## src/rtl/csplit_pkg.sv

```systemverilog
package csplit_pkg;
  localparam int unsigned WORD_W      = 64;
  localparam int unsigned HDR_WORDS   = 10;  // 0x50 bytes
  localparam int unsigned GROUP_WORDS = 4;   // 0x20 bytes
  localparam int unsigned SLOT_W      = $clog2(GROUP_WORDS);
  localparam int unsigned BYTE_SH     = $clog2(WORD_W / 8);

  typedef enum logic [1:0] {
    ROUTE_DROP = 2'd0,
    ROUTE_CTL  = 2'd1,
    ROUTE_INS  = 2'd2
  } route_e;
endpackage

```

## src/rtl/csplit_hdr_skip.sv

```systemverilog
module csplit_hdr_skip #(
  parameter int unsigned HDR_WORDS = 10
) (
  input  logic clk_i,
  input  logic rst_ni,
  input  logic start_i,
  input  logic mode_i,
  input  logic take_i,
  output logic active_o
);
  localparam int unsigned CW = $clog2(HDR_WORDS + 1);
  localparam logic [CW-1:0] HDR_N = CW'(HDR_WORDS);

  logic [CW-1:0] cnt_q;

  always_ff @(posedge clk_i or negedge rst_ni) begin
    if (!rst_ni)                     cnt_q <= '0;
    else if (start_i)                cnt_q <= mode_i ? HDR_N : '0;
    else if (take_i && cnt_q != '0)  cnt_q <= cnt_q - 1'b1;
  end

  assign active_o = (cnt_q != '0);

  assert_hdr_ends_R2: assert property (@(posedge clk_i) disable iff (!rst_ni)
    (take_i && !start_i && cnt_q == CW'(1)) |=> !active_o);
  assert_hdr_load_R8: assert property (@(posedge clk_i) disable iff (!rst_ni)
    start_i |=> (active_o == $past(mode_i)));
endmodule

```

## src/rtl/csplit_group_tracker.sv

```systemverilog
module csplit_group_tracker #(
  parameter int unsigned SLOT_W = 2,
  parameter int unsigned GW     = 8
) (
  input  logic              clk_i,
  input  logic              rst_ni,
  input  logic              start_i,
  input  logic              take_i,
  output logic [SLOT_W-1:0] slot_o,
  output logic [GW-1:0]     group_o
);
  localparam logic [SLOT_W-1:0] SLOT_LAST = '1;

  always_ff @(posedge clk_i or negedge rst_ni) begin
    if (!rst_ni) begin
      slot_o  <= '0;
      group_o <= '0;
    end else if (start_i) begin
      slot_o  <= '0;
      group_o <= '0;
    end else if (take_i) begin
      slot_o <= slot_o + 1'b1;
      if (slot_o == SLOT_LAST) group_o <= group_o + 1'b1;
    end
  end

  assert_group_step_R4: assert property (@(posedge clk_i) disable iff (!rst_ni)
    (take_i && !start_i && slot_o == SLOT_LAST) |=>
      (slot_o == '0 && group_o == $past(group_o) + 1'b1));
  assert_hold_R7: assert property (@(posedge clk_i) disable iff (!rst_ni)
    (!take_i && !start_i) |=> ($stable(slot_o) && $stable(group_o)));
endmodule

```

## src/rtl/csplit_router.sv

```systemverilog
module csplit_router
  import csplit_pkg::*;
#(
  parameter int unsigned SLOT_W = 2
) (
  input  logic              clk_i,
  input  logic              rst_ni,
  input  logic              start_i,
  input  logic              in_valid_i,
  input  logic              hdr_active_i,
  input  logic [SLOT_W-1:0] slot_i,
  input  logic              ctl_ready_i,
  input  logic              ins_ready_i,
  output logic              ctl_valid_o,
  output logic              ins_valid_o,
  output logic              in_ready_o
);
  route_e route;

  always_comb begin
    if (hdr_active_i)        route = ROUTE_DROP;
    else if (slot_i == '0)   route = ROUTE_CTL;
    else                     route = ROUTE_INS;
  end

  always_comb begin
    ctl_valid_o = 1'b0;
    ins_valid_o = 1'b0;
    in_ready_o  = 1'b0;
    if (!start_i) begin
      unique case (route)
        ROUTE_DROP: in_ready_o = 1'b1;
        ROUTE_CTL: begin
          ctl_valid_o = in_valid_i;
          in_ready_o  = ctl_ready_i;
        end
        ROUTE_INS: begin
          ins_valid_o = in_valid_i;
          in_ready_o  = ins_ready_i;
        end
        default: in_ready_o = 1'b0;
      endcase
    end
  end

  assert_one_dest_R4: assert property (@(posedge clk_i) disable iff (!rst_ni)
    $onehot0({ctl_valid_o, ins_valid_o}));
  assert_hdr_silent_R2: assert property (@(posedge clk_i) disable iff (!rst_ni)
    hdr_active_i |-> (!ctl_valid_o && !ins_valid_o));
  assert_start_block_R8: assert property (@(posedge clk_i) disable iff (!rst_ni)
    start_i |-> !in_ready_o);
  assert_ctl_stall_R7: assert property (@(posedge clk_i) disable iff (!rst_ni)
    (ctl_valid_o && !ctl_ready_i) |-> !in_ready_o);
  assert_ins_stall_R7: assert property (@(posedge clk_i) disable iff (!rst_ni)
    (ins_valid_o && !ins_ready_i) |-> !in_ready_o);
endmodule

```

## src/rtl/ctrl_word_splitter.sv

```systemverilog
module ctrl_word_splitter
  import csplit_pkg::*;
#(
  parameter int unsigned GW = 8,
  parameter int unsigned AW = GW + SLOT_W + BYTE_SH
) (
  input  logic              clk_i,
  input  logic              rst_ni,
  input  logic              start_i,
  input  logic              hdr_mode_i,
  input  logic              in_valid_i,
  input  logic [WORD_W-1:0] in_data_i,
  input  logic              in_last_i,
  output logic              in_ready_o,
  output logic              ctl_valid_o,
  output logic [WORD_W-1:0] ctl_data_o,
  output logic [GW-1:0]     ctl_group_o,
  input  logic              ctl_ready_i,
  output logic              ins_valid_o,
  output logic [WORD_W-1:0] ins_data_o,
  output logic [AW-1:0]     ins_addr_o,
  output logic              ins_nop_o,
  input  logic              ins_ready_i,
  output logic              misalign_o
);
  localparam logic [SLOT_W-1:0] SLOT_LAST = SLOT_W'(GROUP_WORDS - 1);

  logic              take;
  logic              hdr_active;
  logic [SLOT_W-1:0] slot;
  logic [GW-1:0]     group;

  assign take = in_valid_i && in_ready_o;

  csplit_hdr_skip #(.HDR_WORDS(HDR_WORDS)) u_hdr (
    .clk_i    (clk_i),
    .rst_ni   (rst_ni),
    .start_i  (start_i),
    .mode_i   (hdr_mode_i),
    .take_i   (take),
    .active_o (hdr_active)
  );

  csplit_group_tracker #(.SLOT_W(SLOT_W), .GW(GW)) u_grp (
    .clk_i   (clk_i),
    .rst_ni  (rst_ni),
    .start_i (start_i),
    .take_i  (take && !hdr_active),
    .slot_o  (slot),
    .group_o (group)
  );

  csplit_router #(.SLOT_W(SLOT_W)) u_rt (
    .clk_i        (clk_i),
    .rst_ni       (rst_ni),
    .start_i      (start_i),
    .in_valid_i   (in_valid_i),
    .hdr_active_i (hdr_active),
    .slot_i       (slot),
    .ctl_ready_i  (ctl_ready_i),
    .ins_ready_i  (ins_ready_i),
    .ctl_valid_o  (ctl_valid_o),
    .ins_valid_o  (ins_valid_o),
    .in_ready_o   (in_ready_o)
  );

  assign ctl_data_o  = in_data_i;
  assign ctl_group_o = group;
  assign ins_data_o  = in_data_i;
  assign ins_addr_o  = AW'({group, slot, {BYTE_SH{1'b0}}});
  assign ins_nop_o   = ins_valid_o && (in_data_i == '0);

  always_ff @(posedge clk_i or negedge rst_ni) begin
    if (!rst_ni)        misalign_o <= 1'b0;
    else if (start_i)   misalign_o <= 1'b0;
    else if (take && in_last_i && (hdr_active || slot != SLOT_LAST))
      misalign_o <= 1'b1;
  end

  assert_ins_offgrid_R5: assert property (@(posedge clk_i) disable iff (!rst_ni)
    ins_valid_o |-> (ins_addr_o[SLOT_W+BYTE_SH-1:BYTE_SH] != '0));
  assert_nop_valid_R6: assert property (@(posedge clk_i) disable iff (!rst_ni)
    ins_nop_o |-> ins_valid_o);
  assert_flag_cause_R9: assert property (@(posedge clk_i) disable iff (!rst_ni)
    $rose(misalign_o) |-> $past(take && in_last_i));
  assert_flag_clear_R8: assert property (@(posedge clk_i) disable iff (!rst_ni)
    start_i |=> !misalign_o);
endmodule

```

## config.mk

```make
export PLATFORM = sky130hd
export DESIGN_NAME = ctrl_word_splitter
export DESIGN_NICKNAME = d
export VERILOG_FILES = /design/src/rtl/csplit_pkg.sv /design/src/rtl/csplit_hdr_skip.sv /design/src/rtl/csplit_group_tracker.sv /design/src/rtl/csplit_router.sv /design/src/rtl/ctrl_word_splitter.sv
export SDC_FILE = /design/constraint.sdc
export NUM_CORES = 1
export LEC_CHECK = 0
export ABC_AREA = 1
export BUFFER_PORTS_ARGS = -buffer_cell sky130_fd_sc_hd__buf_2
export CORE_AREA = 2 2 89 91
export CTS_CLUSTER_DIAMETER = 30
export DETAILED_ROUTE_END_ITERATION = 12
export DIE_AREA = 0 0 91 93
export MAX_ROUTING_LAYER = met4
export PLACE_DENSITY = 0.7
export SLEW_MARGIN = 20
export SYNTH_ARGS = -nofsm -noshare
export SYNTH_HDL_FRONTEND = slang
export SYNTH_SLANG_ARGS = --single-unit
```

## constraint.sdc

```tcl
create_clock -name clk_i -period 2.9 [get_ports clk_i]
set_clock_uncertainty 0.15 [all_clocks]
set_input_delay 0.145 -clock clk_i [delete_from_list [all_inputs] [get_ports clk_i]]
set_output_delay 0.145 -clock clk_i [all_outputs]
set_load 0.01 [all_outputs]
```

## Yosys cells after proc, flatten, opt, wreduce, memory -nomap -nowiden

Index checks and enable logic that the tools add are counted.

- Output and inout port bits: 154
- Register bits after elaboration: 15
- Logic and storage cells: 46
- Input bits: 72

- Eq/ne operators: 4
- Multiplexer cells: 18
- $add $sub $neg: 3
- Reduce and logical (&&, ||, !) cells: 17

Operator list:

| kind | number |
|---|---|
| logical NOT 64 bit | 1 |
| two-way mux 8 bit | 3 |
| two-way mux 4 bit | 3 |
| adder 8 x 1 -> 8 bit (second input constant) | 1 |
| two-way mux 2 bit | 4 |
| nonzero test 2 bit | 4 |
| two-way mux 1 bit | 7 |
| logical AND 1 bit | 6 |
| == test 2 bit (second input constant) | 2 |
| logical NOT 2 bit | 2 |
| nonzero test 4 bit | 1 |
| subtractor 4 x 1 -> 4 bit (second input constant) | 1 |
| case mux 1 bit (3 select lines) | 1 |
| adder 2 x 1 -> 2 bit (second input constant) | 1 |
| == test 2 x 1 -> 1 bit (second input constant) | 1 |
| != test 2 bit (second input constant) | 1 |
| AND reduction 2 bit | 1 |
| logical NOT 1 bit | 1 |
| logical OR 1 bit | 1 |

## Depth between registers and ports, before layout

Gate-level depths: netlist of the first run.

- Word-level depth: 11
- Gate-level depth with buffers: 9
- Depth with buffers taken out: 9

## By module

Synthesis of the first run repeated with hierarchy kept, for this count alone.

- Cells, all modules: 312
- Area, all modules: 2208.4 um2

By module, submodules not included:

| module | times used | sequential area each (um2) | area each (um2) | cells each |
|---|---|---|---|---|
| ctrl_word_splitter | 1 | 25.0 | 1333.8 | 206 |
| csplit_group_tracker | 1 | 250.2 | 546.8 | 63 |
| csplit_hdr_skip | 1 | 100.1 | 271.5 | 31 |
| csplit_router | 1 | 0.0 | 56.3 | 12 |

## Least setup slack after synthesis of the first run

No wires, ideal clock.

- Kind: reg-to-output
- From: reg u_hdr.cnt_q[0]
- To: out ins_nop_o
- Path buffers: 0
- Stages on the path, launching flop included: 7
- Required time: 2.605 ns
- Slack: 1.271 ns
- Arrival: 1.334 ns
- Cells stage by stage: dfrtp_1 -> inv_1 -> ha_1 -> nand2_4 -> nor4_4 -> nand4_1 -> nor2_1

- Word-level cells in the longest chain between the ends: 6

RTL lines:

| element | line | RTL |
|---|---|---|
| from (decl) | csplit_hdr_skip.sv:14 | `logic [CW-1:0] cnt_q;` |
| from (signal assigned) | csplit_hdr_skip.sv:18 | `else if (start_i) cnt_q <= mode_i ? HDR_N : '0;` |
| from (signal assigned) | csplit_hdr_skip.sv:19 | `else if (take_i && cnt_q != '0) cnt_q <= cnt_q - 1'b1;` |
| nonzero test 4 bit | csplit_hdr_skip.sv:22 | `assign active_o = (cnt_q != '0);` |
| two-way mux 2 bit | csplit_router.sv:21 | `if (hdr_active_i) route = ROUTE_DROP;` |
| == test 2 bit | csplit_router.sv:31 | `unique case (route)` |
| two-way mux 1 bit | csplit_router.sv:31 |  |
| two-way mux 1 bit | csplit_router.sv:30 | `if (!start_i) begin` |
| net ins_valid_o | ctrl_word_splitter.sv:19 | `output logic ins_valid_o,` |
| logical AND 1 bit | ctrl_word_splitter.sv:71 | `assign ins_nop_o = ins_valid_o && (in_data_i == '0);` |
| to (decl) | ctrl_word_splitter.sv:22 | `output logic ins_nop_o,` |

The timed path passes the listed nets, and every way through them passes these cells.

## Worst setup path in the final report of the first run

- From: reg u_hdr.cnt_q[0]
- To: out ins_nop_o

- Word-level cells in the longest chain between the ends: 6

RTL lines:

| element | line |
|---|---|
| nonzero test 4 bit | csplit_hdr_skip.sv:22 |
| two-way mux 2 bit | csplit_router.sv:21 |
| == test 2 bit | csplit_router.sv:31 |
| two-way mux 1 bit | csplit_router.sv:31 |
| two-way mux 1 bit | csplit_router.sv:30 |
| logical AND 1 bit | ctrl_word_splitter.sv:71 |

Every way passes these cells.

==> impl_metrics.yaml, run 1 <==
routing:
  drt-wirelength-per-cell_um: 13.8
  routed_wl_um: 7040
  first_pass_iters: 4
  ant_nets: 0
  drtIter0Drc: 56
  num_vias: 2266
  drc: 0
  viasPerCell: 4.43
cts:
  numCtsBuffers: 3
  path_clk_slew_ns: 0.06
  cts_setup_buffers: 0
  clk_latency_ns: 0.25
  post_cts_resized: 0
  cts-root-buf: "clkbuf_8"
  cts_htree_levels: 1
  cts_hold_buf: 2
  clock_sinks: 15
  tritoncts: "built"
  clockBufferDepth: 2
floorplanning:
  die_y_um: 93
  coreArea_um2: 7530
  fp-row-count: 32
  die-area_um2: 8460
  chipWidth_um: 91
  num_io_pins: 226
  start_util_pct: 30.5
setup_path:
  critPathKind: "flip-flop to output port"
  required_ns: 2.61
  cp_max_fo: 6
  startpoint_type: "flip-flop"
  crit_path_end_kind: "output port"
  crit_arrival_ns: 1.77
  reg2reg_slack_ns: 1.05
hold_path:
  hp-class: "input pin to flip-flop"
yosys:
  ys_types: 28
  yosys-top-cells-count: "buf_4 (139), nand2_1 (41), inv_1 (27)"
  synth_edf_count: 0
  yosysSeqAreaShare_pct: 16.3
  synth_flop_cell: "dfrtp_1"
  synthTopCellsByArea: "buf_4 (45%), dfrtp_1 (16%), nand2_1 (6.7%)"
  yosys.area.top_type: "buf_4"
  syn_inst: 322
  avgSynthCellArea_um2: 7.13
  synthDominantCellAreaShare_pct: 45.4
  synth_seq_cells: 15
  syn-cell-area_um2: 2300
  yosysWarnings: 0
  synthArstFlopShare_pct: 100
  yosysMostFrequentCell: "buf_4"
sta:
  fmax_ghz: 0.485
  min_period_over_period_pct: 71.0
  period_needed_ns: 2.06
  slew_viol_final: 0
  rsz0062_at_grt: "false"
  hold_viol_final: 0
  finalSetupViolCount: 0
  setup_tns_ns: 0
finish:
  drive_above_1_share_pct: 58.5
  fin_util_pct: 33.7
  nFillCells: 847
  nets: 487
  antenna_cells: 0
  syn_to_final_growth_pct: 10.5
global_routing:
  first_global_vias: 2014
  grt_pass1_wl_um: 10500
  antenna_found_initial: 0
  grt_max_degree: 24
  track_usage_pct: 16.0
  gr-total-overflow: 0
power:
  peakVddDrop_v: 0.000124
  p_leak_nw: 1.62
  p_per_area_nw_per_um2: 302
place:
  globalplace.congestion: 0.911
  portBuffers: 222
  place_hpwl_um: 6130
job:
  max_cap_viol_count: 0
outcome:
  outcome: "finished clean"
==> flip-flops by register name, summed over array words and instances, names as in the netlist <==
register,cells
misalign_o,1
u_hdr.cnt_q,4
u_grp.slot_o,2
u_grp.group_o,8
==> critical path, stage by stage (launching register included) <==
cell and delay, ns:
dfrtp_1 0.39, inv_1 0.09, ha_1 0.29, nand2_4 0.14
nor4_4 0.20, nand4_1 0.11, nor2_1 0.15, buf_2 0.15
==> cell usage in the layout, fill, tap and decap left out, types with 2 or more instances in the layout <==
master,netlist,routed
conb_1,1,3
buf_2,1,222
nand4_1,15,15
inv_1,27,27
inv_2,3,3
nor2_1,26,26
dlygate4sd3_1,0,2
nand2_1,41,41
ha_1,4,4
nor2_2,3,3
clkbuf_8,0,3
o21ai_1,3,3
xnor2_1,2,2
dfrtp_1,15,15
a21oi_1,2,2
o21ai_0,2,2
nor4_1,9,9
nand3_1,17,17
==> cells by family (layout without fill, tap and decap cells) <==
family / Yosys count / in the layout / synth area share, %
simple gates: 118 / 118 / 26.3
compound gates: 9 / 9 / 2.40
xor+xnor: 3 / 3 / 1.14
buf+inv: 172 / 258 / 51.5
other cells: 1 / 3 / 0.163
fa+ha+maj: 4 / 4 / 2.18
flops: 15 / 15 / 16.3
==> power by group <==
group	total, mW	internal, mW	switching (mW)
Clock	0.177	0.0954	0.0811
Sequential	0.232	0.222	0.00989
Combinational	0.358	0.139	0.219
Total	0.767	0.456	0.311
==> stage by stage <==
stage	hold slack, ns	total power, mW	instances	setup WS [ns]	instance area [um2]
after global routing	0.0514	0.814	512	0.682	2540
after detailed placement	-0.0764	0.592	506	1.08	2470
after floorplan	-0.301	0.526	324	1.27	2300
after CTS	0.0296	0.770	512	0.831	2540
after global placement	-0.0822	0.587	506	1.14	2470
final	0.0295	0.767	512	0.840	2540
==> area by class of cell <==
| class | count | area [um2] | share of cell area, % |
|---|---|---|---|
| repair buffers | 224 | 1130 | 44.6 |
| multi-input cells | 137 | 746 | 29.4 |
| flip-flops and latches | 15 | 375 | 14.8 |
| clock buffers | 3 | 41.3 | 1.63 |
| inverters | 30 | 113 | 4.44 |
| well taps | 102 | 128 | 5.03 |
| clock inverters | 1 | 5.00 | 0.197 |
==> metal layers <==
| metal | share of wire (%) | vias up | global-route usage (%) | wire [um] |
|---|---|---|---|---|
| met5 | 0 | - | - | 0 |
| li1 | - | 1068 | - | - |
| met2 | 46 | 138 | 25.0 | 3260 |
| met1 | 43 | 1054 | 21.9 | 3040 |
| met4 | 0.82 | 0 | 3.28 | 58 |
| met3 | 9.7 | 6 | 2.98 | 684 |
==> worst paths after layout <==
check | from | to | depth (start not counted)
max reg2reg | u_grp.slot_o[0]$_DFFE_PN0P_ | misalign_o$_DFFE_PN0P_ | 8
max | u_hdr.cnt_q[0]$_DFFE_PN0P_ | ins_nop_o | 7
min reg2reg | u_hdr.cnt_q[0]$_DFFE_PN0P_ | u_hdr.cnt_q[0]$_DFFE_PN0P_ | 1
min | start_i | misalign_o$_DFFE_PN0P_ | 2
min in group asynchronous | rst_ni | u_grp.group_o[2]$_DFFE_PN0P_ | 2
max in group asynchronous | rst_ni | u_hdr.cnt_q[1]$_DFFE_PN0P_ | 2
No activity file was read; power rests on OpenSTA's default activity.
==> run 2: changes to the inputs <==
Settings changed: CORE_AREA 2 2 89 91 to 2 2 88 90, DIE_AREA 0 0 91 93 to 0 0 90 92, PLACE_DENSITY 0.7 to 0.74.
Clock period 2.9 ns to 1.7 ns, I/O delays scaled along.
==> run 2 against run 1 <==
Effect of this change: the run now ends with negative setup slack left; final area is 10% higher; clock power is 67% higher; combinational power is 120% higher; largest cell class unchanged.
==> impl_metrics.yaml, run 2 (synthesis gave the netlist of run 1 again) <==
outcome:
  outcome: "finished with violations"
  failed_checks: "negative setup slack"
setup_path:
  r2r-start: "u_grp.slot_o[0]$_DFFE_PN0P_"
  cp_cell_sequence: "inv_2 > ha_4 > buf_6 > nand4_1 > inv_1 > nor2_4 > buf_6"
  ff2ff_path_depth: 10
  cpPeakStageDelay_ns: 0.40
  critPathKind: "flip-flop to output port"
  required_ns: 1.46
  cp_max_fo: 3
  r2r-end: "u_grp.group_o[2]$_DFFE_PN0P_"
  worst_path_most_repeated_cell: "buf_6"
  crit_path_end_kind: "output port"
  crit_arrival_ns: 1.52
  startpoint_type: "flip-flop"
  cpMaxStageDelayCell: "dfrtp_1"
  reg2reg_slack_ns: -0.04
finish:
  layout_common_cells: "buf_2 (221), nand2_1 (41), nor2_1 (26)"
  nFillCells: 765
  syn_to_final_growth_pct: 21.8
  largest_reg_flops: 8
  drive_above_1_share_pct: 62.8
  top_regs: "u_grp.group_o (8), u_hdr.cnt_q (4), u_grp.slot_o (2)"
  regMostFlops: "u_grp.group_o"
  mostFrequentLayoutCell: "buf_2"
  fin_area_um2: 2800
  nets: 504
cts:
  tritoncts: "built"
  cts_htree_levels: 1
  clockBufferDepth: 2
  clock_sinks: 15
  clk_latency_ns: 0.25
  cts-root-buf: "clkbuf_8"
  path_clk_slew_ns: 0.06
  numCtsBuffers: 3
floorplanning:
  chipWidth_um: 90
  start_util_pct: 30.8
  coreArea_um2: 7450
  fp-row-count: 32
  die-area_um2: 8280
  die_y_um: 92
  num_io_pins: 226
global_routing:
  track_usage_pct: 17.3
  antenna_found_initial: 1
  grt_pass1_wl_um: 11100
  first_global_vias: 2071
  grt_max_degree: 19
  gr-total-overflow: 0
place:
  place_hpwl_um: 6400
  portBuffers: 222
  globalplace.congestion: 0.937
  placed_cell_area_um2: 2520
  pre_cts_ws_ns: 0.0278
power:
  p_per_area_nw_per_um2: 531
  peakVddDrop_v: 0.000207
  p_leak_nw: 1.72
  internal_power_uw: 893
  combPwrFrac_pct: 53.2
  pwr-share-seq_pct: 26.9
  clockPowerShare_pct: 19.9
  switchingPower_uw: 592
  switching_share_pct: 39.9
  power_mw: 1.48
job:
  max_cap_viol_count: 0
routing:
  drt-wirelength-per-cell_um: 14.4
  first_pass_iters: 6
  drtIter0Drc: 59
  ant_nets: 0
  routed_wl_um: 7610
  drc: 0
  viasPerCell: 4.34
  num_vias: 2298
sta:
  slew_viol_final: 0
  finalSetupViolCount: 10
  fin_ws_ns: -0.0565
  period_needed_ns: 1.76
  hold_viol_final: 0
  fmax_ghz: 0.569
  rsz0062_at_grt: "true"
  min_period_over_period_pct: 103
hold_path:
  hold-path-endpoint: "u_hdr.cnt_q[0]$_DFFE_PN0P_"
  hp-class: "input pin to flip-flop"
  hold_path_depth: 3
  min_from: "in_valid_i"
run 2: changes by cell type in the layout (fill, tap and decap cells not counted), sizes merged:
cell / delta
dlygate4sd3: +1
clkbuf: +1
buf: +15
diode: +1
run 2: what timing repair did:
item,4_1_cts,5_1_grt
endpoints found under the hold margin,17,0
hold buffers,3,0
buffers inserted,7,3
setup endpoints to repair,4,14
cloned,0,1
resized for setup,11,11
pin swaps,10,9
run 2: worst max path at each step:
stage	startpoint	to	slack, ns	cells past startpoint
floorplan	u_grp.slot_o[0]$_DFFE_PN0P_	u_grp.group_o[3]$_DFFE_PN0P_	0.08	9
global placement	u_hdr.cnt_q[0]$_DFFE_PN0P_	ctl_valid_o	0.11	5
detailed placement	u_grp.slot_o[0]$_DFFE_PN0P_	u_grp.group_o[6]$_DFFE_PN0P_	0.03	9
global route	u_hdr.cnt_q[0]$_DFFE_PN0P_	u_grp.group_o[6]$_DFFE_PN0P_	-0.14	10
finish	u_hdr.cnt_q[0]$_DFFE_PN0P_	in_ready_o	-0.06	7
CTS	u_hdr.cnt_q[0]$_DFFE_PN0P_	ins_nop_o	-0.04	7
run 2: per-layer routing:
layer | global-route usage (%) | vias to the layer above | share of wire (%)
met5 | - | - | 0
met4 | 4.23 | 0 | 0.80
met3 | 5.18 | 6 | 10
met2 | 28.1 | 146 | 49
met1 | 21.2 | 1051 | 40
li1 | - | 1095 | -
run 2: layout make-up:
type | instances | area, um2 | share of cell area, %
Tap cell | 102 | 128 | 4.56
Inverter | 30 | 113 | 4.03
Timing Repair Buffer | 241 | 1310 | 46.6
Clock inverter | 1 | 5.00 | 0.179
Sequential cell | 15 | 377 | 13.5
Multi-Input combinational cell | 137 | 827 | 29.6
Antenna cell | 1 | 2.50 | 0.0894
Clock buffer | 3 | 41.3 | 1.48
run 2: metrics by stage:
stage	hold WS, ns	std cells	util (%)	TNS, ns
finish	0.0580	530	37.6	-0.212
global route	0.0882	530	37.6	-1.42
CTS	0.0389	525	36.3	-0.0669
detailed placement	-0.137	511	33.9	0
global placement	-0.146	511	33.9	0
floorplan	-0.361	324	-	0
run 2: power by group through the flow:
| stage | Clock [mW] | Combinational [mW] | Sequential [mW] |
|---|---|---|---|
| detailed placement | 0 | 0.625 | 0.400 |
| CTS | 0.299 | 0.727 | 0.398 |
| finish | 0.295 | 0.789 | 0.400 |
| global route | 0.317 | 0.845 | 0.403 |
| global placement | 0 | 0.613 | 0.399 |
| floorplan | 0 | 0.497 | 0.401 |
run 2: worst max-delay path, delay by kind of cell (launching register included):
family / cells / cell delay, ns
buffers and inverters: 4 / 0.47
flip-flops: 1 / 0.40
AND/OR/NAND/NOR: 2 / 0.24
adder cells (fa/ha/maj): 1 / 0.17
==> run 3: changes to the inputs <==
Settings changed: GPL_TIMING_DRIVEN set to 0.
==> run 3 against run 2 <==
Effect of this change: the flow finishes with violations (negative hold slack, negative setup slack); hold slack worse by 0.094 ns; sequential power hardly changed; total power is 11% higher; worst setup slack worse by 0.013 ns; maximum frequency is 0.74% lower; sequential share of layout area is 3.5 points lower; count of clock-buffer cells in the layout stayed put; die area stayed put; non-clock buffer count is 132 higher; clock power is 4% higher; global-route usage is 2.0 points higher; critical endpoint unchanged; highest routed layer unchanged.
==> impl_metrics.yaml, run 3 (synthesis gave the netlist of run 1 again) <==
floorplanning:
  chipWidth_um: 90
  num_io_pins: 226
  die_y_um: 92
  fp-row-count: 32
  start_util_pct: 30.8
  coreArea_um2: 7450
  die-area_um2: 8280
routing:
  routed_wl_um: 8310
  drtIter0Drc: 44
  wl_met2_um: 4200
  num_vias: 2746
  m1WireLength_um: 3360
  ant_nets: 0
  top_layer: "met4"
  first_pass_iters: 4
  viasPerCell: 4.15
  drc: 0
  wl_met3_um: 660
  drt-wirelength-per-cell_um: 12.6
global_routing:
  first_global_vias: 2604
  track_usage_pct: 19.3
  grt_pass1_wl_um: 12800
  grt_max_degree: 16
  antenna_found_initial: 1
  gr-total-overflow: 0
sta:
  min_period_over_period_pct: 104
  holdWs_ns: -0.0357
  slew_viol_final: 0
  fin_ws_ns: -0.0697
  hold_viol_final: 1
  setup_tns_ns: -0.477
  fmax_ghz: 0.565
  period_needed_ns: 1.77
  finalSetupViolCount: 12
  rsz0062_at_grt: "true"
finish:
  nets: 636
  largest_reg_flops: 8
  fin_util_pct: 50.6
  multiInputGateArea_um2: 840
  nFillCells: 729
  top_regs: "u_grp.group_o (8), u_hdr.cnt_q (4), u_grp.slot_o (2)"
  fin_area_um2: 3770
  mostFrequentLayoutCell: "buf_2"
  syn_to_final_growth_pct: 64.1
  regMostFlops: "u_grp.group_o"
  seqCellArea_um2: 377
  layout_common_cells: "buf_2 (222), buf_4 (145), nand2_1 (40)"
  drive_above_1_share_pct: 72.5
setup_path:
  ff2ff_path_depth: 9
  reg2reg_slack_ns: -0.06
  cp_max_fo: 3
  cp_num_buf_inv: 4
  crit_family: "buffers and inverters"
  worst_path_most_repeated_cell: "inv_2"
  cp_cell_sequence: "inv_2 > ha_4 > buf_4 > nand4_1 > inv_2 > nor2_4 > buf_6"
  crit_path_start: "u_hdr.cnt_q[0]$_DFFE_PN0P_"
  cpMaxStageDelayCell: "dfrtp_1"
  critPathKind: "flip-flop to output port"
  startpoint_type: "flip-flop"
  required_ns: 1.46
  crit_arrival_ns: 1.53
  crit_path_end_kind: "output port"
  r2r-end: "u_grp.group_o[4]$_DFFE_PN0P_"
  r2r-start: "u_hdr.cnt_q[0]$_DFFE_PN0P_"
  cpPeakStageDelay_ns: 0.38
power:
  p_leak_nw: 2.35
  peakVddDrop_v: 0.000219
  p_per_area_nw_per_um2: 436
cts:
  tritoncts: "built"
  clk_latency_ns: 0.25
  cts_hold_buf: 2
  numCtsBuffers: 3
  cts_htree_levels: 1
  path_clk_slew_ns: 0.07
  clockBufferDepth: 2
  clock_sinks: 15
  cts-root-buf: "clkbuf_8"
hold_path:
  hp-class: "input pin to flip-flop"
  hold_path_depth: 2
  hold-path-endpoint: "misalign_o$_DFFE_PN0P_"
  min_from: "start_i"
place:
  place_hpwl_um: 6980
  placed_cell_area_um2: 3540
  portBuffers: 222
  globalplace.congestion: 0.912
outcome:
  outcome: "finished with violations"
  failed_checks: "negative hold slack, negative setup slack"
job:
  max_cap_viol_count: 0
run 3: what timing repair did:
| action | CTS | global route |
|---|---|---|
| endpoints found under the hold margin | 17 | 1 |
| gates cloned | 0 | 1 |
| setup endpoints to repair | 14 | 13 |
| gates resized for setup | 9 | 16 |
| setup buffers | 6 | 0 |
| pin swaps | 6 | 4 |
run 3: worst reg2reg max path, stage by stage (launching register included):
cell,delay [ns]
dfrtp_1,0.38
inv_2,0.07
ha_4,0.18
buf_4,0.15
nand4_1,0.16
inv_2,0.07
nor2_4,0.17
nand3_4,0.17
nand3_1,0.11
nand2_1,0.06
run 3: per-layer routing:
| layer | global-route usage (%) | vias to the layer above |
|---|---|---|
| met5 | - | - |
| met4 | 4.36 | 0 |
| met3 | 2.71 | 11 |
| met2 | 33.5 | 156 |
| met1 | 24.1 | 1216 |
| li1 | - | 1363 |
run 3: area by class of cell:
| type | instances | area share, % |
|---|---|---|
| Sequential cell | 15 | 9.99 |
| Tap cell | 102 | 3.39 |
| Inverter | 30 | 2.99 |
| Multi-Input combinational cell | 137 | 22.3 |
| Clock buffer | 3 | 1.10 |
| Buffer | 142 | 28.4 |
| Clock inverter | 1 | 0.133 |
| Timing Repair Buffer | 231 | 31.7 |
| Antenna cell | 1 | 0.0664 |
run 3: through the flow:
step           power (mW)  setup slack, ns  cells
2_1_floorplan       0.898           0.0760    324
3_3_place_gp         1.23           0.0220    648
3_5_place_dp         1.24          -0.0204    648
4_1_cts              1.63          -0.0717    660
5_1_grt              1.75           -0.150    662
6_report             1.65          -0.0697    662
run 3: worst max path at each step:
| stage | to | slack (ns) | cells after the start |
|---|---|---|---|
| 3_3_place_gp | u_grp.group_o[7]$_DFFE_PN0P_ | 0.02 | 9 |
| 4_1_cts | ins_nop_o | -0.07 | 7 |
| 2_1_floorplan | u_grp.group_o[3]$_DFFE_PN0P_ | 0.08 | 9 |
| 3_5_place_dp | u_grp.group_o[6]$_DFFE_PN0P_ | -0.02 | 9 |
| 6_report | in_ready_o | -0.07 | 7 |
| 5_1_grt | ins_nop_o | -0.15 | 7 |
run 3: report_power, final:
part / total [mW] / internal, mW / switching, mW / leakage [nW]
Sequential: 0.400 / 0.379 / 0.0210 / 0.202
Clock: 0.307 / 0.163 / 0.144 / 0.0255
Combinational: 0.938 / 0.486 / 0.453 / 2.12
Total: 1.65 / 1.03 / 0.618 / 2.35
